--- src/rtl/intx_ctl.sv ---
module intx_ctl #(
  parameter int LINES   = 4,
  parameter int DW      = 32,
  parameter int STS_LSB = 28,
  parameter int EN_LSB  = 22,
  parameter logic [31:0] RW_MASK = 32'h0FFF_7F0F
) (
  input  logic            clk,
  input  logic            rst_n,
  input  logic [3:0]      intx_in,
  input  logic            wr_en,
  input  logic [3:0]      wr_be,
  input  logic [31:0]     wr_data,
  output logic [31:0]     rd_data,
  output logic            irq_out
);
  localparam int BYTES   = DW / 8;
  localparam int STS_BYTE = STS_LSB / 8;

  logic [LINES-1:0] sts_q;
  logic [LINES-1:0] line_en;
  logic [LINES-1:0] ack;
  logic [DW-1:0]    cfg_q;
  logic             irq_q;

  assign ack     = (wr_en && wr_be[STS_BYTE]) ? wr_data[STS_LSB +: LINES] : '0;
  assign line_en = cfg_q[EN_LSB +: LINES];

  always_ff @(posedge clk) begin
    if (!rst_n) sts_q <= '0;
    else        sts_q <= (sts_q & ~ack) | intx_in;
  end

  for (genvar b = 0; b < BYTES; b++) begin : g_lane
    always_ff @(posedge clk) begin
      if (!rst_n)
        cfg_q[8*b +: 8] <= '0;
      else if (wr_en && wr_be[b])
        cfg_q[8*b +: 8] <= wr_data[8*b +: 8] & RW_MASK[8*b +: 8];
    end
  end

  always_ff @(posedge clk) begin
    if (!rst_n) irq_q <= 1'b0;
    else        irq_q <= |(sts_q & line_en);
  end

  assign irq_out = irq_q;

  always_comb begin
    rd_data = cfg_q;
    rd_data[STS_LSB +: LINES] = sts_q;
  end

  assert_line_latch_R2: assert property (@(posedge clk) disable iff (!rst_n)
    (|intx_in) |=> ((rd_data[STS_LSB +: LINES] & $past(intx_in)) == $past(intx_in)));

  assert_ack_clears_R3: assert property (@(posedge clk) disable iff (!rst_n)
    (wr_en && wr_be[3] && intx_in == '0)
      |=> (rd_data[STS_LSB +: LINES] == ($past(rd_data[STS_LSB +: LINES]) & ~$past(wr_data[STS_LSB +: LINES]))));

  assert_irq_latency_R4: assert property (@(posedge clk) disable iff (!rst_n)
    irq_out == $past(|(rd_data[STS_LSB +: LINES] & rd_data[EN_LSB +: LINES])));

  assert_reserved_zero_R6: assert property (@(posedge clk) disable iff (!rst_n)
    (rd_data[15] == 1'b0) && (rd_data[7:4] == 4'd0));

  assert_lane_hold_R7: assert property (@(posedge clk) disable iff (!rst_n)
    !(wr_en && wr_be[0]) |=> $stable(rd_data[7:0]));
endmodule

--- config.mk ---
export PLATFORM = sky130hd
export DESIGN_NAME = intx_ctl
export DESIGN_NICKNAME = d
export VERILOG_FILES = /design/src/rtl/intx_ctl.sv
export SDC_FILE = /design/constraint.sdc
export NUM_CORES = 1
export LEC_CHECK = 0
export BUFFER_PORTS_ARGS = -buffer_cell sky130_fd_sc_hd__buf_2
export CAP_MARGIN = 20
export CORE_MARGIN = 2
export CORE_UTILIZATION = 42
export DETAILED_ROUTE_END_ITERATION = 8
export MAX_ROUTING_LAYER = met4
export PLACE_DENSITY = 0.81
export SLEW_MARGIN = 40
export SYNTH_ARGS = -nofsm -noshare
export SYNTH_HDL_FRONTEND = slang
export SYNTH_SLANG_ARGS = --single-unit
--- constraint.sdc ---
create_clock -name clk -period 0.8 [get_ports clk]
set_input_delay 0.04 -clock clk [delete_from_list [all_inputs] [get_ports clk]]
set_output_delay 0.04 -clock clk [all_outputs]
set_load 0.02 [all_outputs]
==> summary.md <==
- Reg-to-Reg Start: rd_data[22]$_SDFFE_PN0P_
- final std cell area, no fill: 2220 sq um
- detailed-route via count: 1303
- leakage component of the power: 0.974 nW
- die extent in y: 59.1 um
- worst clock skew: 0.00115 ns
- Hold Violations, Final: 0
- number of nets with antenna violations after routing: 0
- worst-path fanout max: 3
- setup slack of the most critical reg-to-reg path: -0.06 ns
- Slowest cell on crit path: sky130_fd_sc_hd__dfxtp_2
- total buffers and inverters traversed by the critical path: 1
- via count normalized by instance count: 5.05
- worst endpoint data arrival time: 0.84 ns
- RSZ-0062 raised after global routing: true
- startpoint of the most critical setup path: rd_data[22]$_SDFFE_PN0P_
- largest stage delay on the critical path: 0.39 ns
- post-synth design cell area: 1270 sq um
- final weighted congestion in routability-driven placement: 0.667
- horizontal extent of the die: 59.1 um
- clock tree from TritonCTS: built
- initial antenna violation count: 0
- Crit Reg-Reg Endpoint: rd_data[22]$_SDFFE_PN0P_
- Reg clk slew, reported paths: 0.16 ns
- Yosys warning total: 0
- Slew Limit Fails: 0
- wire length of the first global-routing pass: 5820 um
- critical path capture point: rd_data[22]
- depth of the worst register-to-register path: 3
- sinks on the clock net: 28
- count of placed standard cells including taps: 219
- number of distinct library cells after synthesis: 17
- Detailed Route Iter0 Violations: 33
- fraction of layout instances using a drive strength above 1: 56.4%
- type of destination of the critical path: output port
- max-capacitance violation count: 0
- count of pins on the block boundary: 76
- standard-cell rows: 19
- number of instances in the synthesized netlist: 132
- Hold WC Path Type: primary input to flop
- HPWL reported at the end of detailed placement: 2010 um
- net count reported at finish: 271
- post-detailed-placement cell area: 1620 sq um
- kind of cell with the highest combined delay on the critical path: flip-flops
- tightest hold margin: 0.0157 ns
- Req. time, crit path: 0.76 ns
- upper clock frequency limit: 1140 MHz
- all-layer global routing usage: 22.7%
- GR Overflow Total: 0
- violated checks: negative setup slack
- critical path class: flop to output port
- highest ir drop seen on vdd: 1.77 mV
- number of H-tree branching levels: 1
- total wire length after detailed routing: 3810 um
- Antenna diodes: 0
- Mean Syn Cell Area: 9.66 sq um
- total CTS buffers: 3
- total power density per cell area: 1360 nW/um^2
- Die Area: 3490 sq um
- buffer type at the clock tree root: sky130_fd_sc_hd__clkbuf_4
- first drt pass iteration count: 4
- synthesis-stage register bit count: 28
- utilization after layout: 78.4%
- number of gates on the worst path with buffers counted: 1
- post-route minimum period: 0.878 ns
- count of final setup violators: 30
- share of the clock period used by the worst path after layout: 110%
- effective utilization at floorplan: 45.1%
- final worst setup slack: -0.0783 ns
- DR DRC count: 0
- launching element type of the critical path: flop
- layout-stage area growth over the synthesis result: 73.9%
- core area: 2830 sq um
- IO buf count: 65
- count of non-filler cells in the finished layout: 258
- Routed wire per std cell: 14.8 um
- number of global-route vias before repair: 1271
- maximum number of buffers from clock root to sink: 2
- clock network latency to the later pin of the worst-skew pair: 0.33 ns
- largest net degree at the start of global routing: 25
- sequential share of the synthesized area: 44.0%
- cell breakdown of the critical path: buf_6
- status: finished, violations left
metrics by stage:
stage	TNS [ns]	setup slack, ns	total power [mW]
after floorplan	0	0.0167	1.90
after global placement	0	0.0471	2.07
after detailed placement	0	0.00961	2.08
after CTS	-1.55	-0.0756	2.99
after global routing	-2.65	-0.117	3.16
final	-1.42	-0.0783	3.02
cell type report:
cell class / count / area (sq um)
clock buffers: 4 / 36.3
flip-flops and latches: 28 / 596
repair buffers: 104 / 913
well taps: 31 / 38.8
fillers: 187 / 612
inverters: 5 / 18.8
multi-input cells: 86 / 614
state kept, by name, indices dropped and copies added, names as in the netlist:
signal   count
sts_q        4
rd_data     23
irq_out      1
placed cells by master (no fill, tap or decap):
master                           synthesis  routed
sky130_fd_sc_hd__buf_2                   5      37
sky130_fd_sc_hd__dlygate4sd3_1           0      31
sky130_fd_sc_hd__dfxtp_2                 0      28
sky130_fd_sc_hd__buf_6                   4      28
sky130_fd_sc_hd__nand3_1                23      23
sky130_fd_sc_hd__a21bo_1                17      17
sky130_fd_sc_hd__a21oi_2                 9      16
sky130_fd_sc_hd__a21oi_1                15       8
sky130_fd_sc_hd__a21bo_2                 6       6
sky130_fd_sc_hd__conb_1                  1       5
sky130_fd_sc_hd__inv_1                   4       4
sky130_fd_sc_hd__a31oi_1                 4       4
sky130_fd_sc_hd__buf_4                   7       4
sky130_fd_sc_hd__clkbuf_4                0       3
sky130_fd_sc_hd__buf_12                  0       3
sky130_fd_sc_hd__o21ai_0                 4       2
sky130_fd_sc_hd__a22oi_1                 2       2
sky130_fd_sc_hd__inv_2                   1       1
sky130_fd_sc_hd__and2_1                  1       1
sky130_fd_sc_hd__o21ai_1                 0       1
sky130_fd_sc_hd__o21ai_2                 0       1
sky130_fd_sc_hd__clkbuf_8                0       1
sky130_fd_sc_hd__dlymetal6s4s_1          0       1
power breakdown:
| group | leakage, nW | total, mW | internal [mW] | switching [mW] |
|---|---|---|---|---|
| registers | 0.241 | 1.53 | 1.48 | 0.0543 |
| clock network | 0.0210 | 0.692 | 0.279 | 0.413 |
| logic | 0.712 | 0.791 | 0.433 | 0.358 |
logic make-up (layout without fill, tap and decap cells):
group / Yosys count / count (layout) / synth area share (%)
AND/OR/NAND/NOR: 24 / 24 / 9.52
AO/OA/AOI/OAI: 57 / 57 / 34.8
flip-flops: 28 / 28 / 44.0
buffers and inverters: 22 / 113 / 11.4
other: 1 / 5 / 0.294
cells in the mapped netlist:
library cell / n / area share (%)
sky130_fd_sc_hd__clkbuf_1: 1 / 0.29
sky130_fd_sc_hd__inv_1: 4 / 1.2
sky130_fd_sc_hd__buf_6: 4 / 3.5
sky130_fd_sc_hd__a21bo_1: 17 / 13
sky130_fd_sc_hd__o21ai_0: 4 / 1.6
sky130_fd_sc_hd__nand3_1: 23 / 9.0
sky130_fd_sc_hd__and2_1: 1 / 0.49
sky130_fd_sc_hd__inv_2: 1 / 0.29
sky130_fd_sc_hd__a21oi_1: 15 / 5.9
sky130_fd_sc_hd__buf_2: 5 / 2.0
sky130_fd_sc_hd__conb_1: 1 / 0.29
sky130_fd_sc_hd__a21oi_2: 9 / 6.2
sky130_fd_sc_hd__a22oi_1: 2 / 1.2
sky130_fd_sc_hd__buf_4: 7 / 4.1
sky130_fd_sc_hd__a21bo_2: 6 / 4.7
sky130_fd_sc_hd__a31oi_1: 4 / 2.0
sky130_fd_sc_hd__dfxtp_1: 28 / 44
how the worst min path moves through the flow:
| stage | from | end | slack (ns) | cells past startpoint |
|---|---|---|---|---|
| 2_1_floorplan | wr_data[28] | sts_q[0]$_SDFF_PN0_ | 0.14 | 1 |
| 3_3_place_gp | wr_data[28] | sts_q[0]$_SDFF_PN0_ | 0.23 | 2 |
| 3_5_place_dp | wr_data[30] | sts_q[2]$_SDFF_PN0_ | 0.23 | 2 |
| 4_1_cts | wr_be[3] | rd_data[24]$_SDFFE_PN0N_ | 0.009 | 3 |
| 5_1_grt | wr_be[3] | rd_data[24]$_SDFFE_PN0N_ | 0.02 | 3 |
| 6_report | wr_be[3] | rd_data[24]$_SDFFE_PN0N_ | 0.02 | 3 |
what timing repair did:
action,in CTS,in global routing
setup endpoints to repair,29,39
buffers inserted,3,0
hold endpoints to repair,27,0
cloned,0,0
pin swaps,0,3
hold buffers,32,0
resized for setup,62,10
worst register-to-register path: stages, from the launching register on:
cell and delay [ns]:
sky130_fd_sc_hd__dfxtp_2 0.39, sky130_fd_sc_hd__buf_4 0.11, sky130_fd_sc_hd__a21bo_1 0.19, sky130_fd_sc_hd__a21oi_2 0.12
routing by layer:
layer | vias up | track usage [%] | routed length, um
met5 | - | - | 0
met2 | 54 | 43.8 | 2120
met3 | 2 | 4.37 | 179
met1 | 602 | 24.3 | 1490
li1 | 645 | - | -
met4 | 0 | 2.92 | 14
Note: power is estimated with default switching activity, not from simulation.
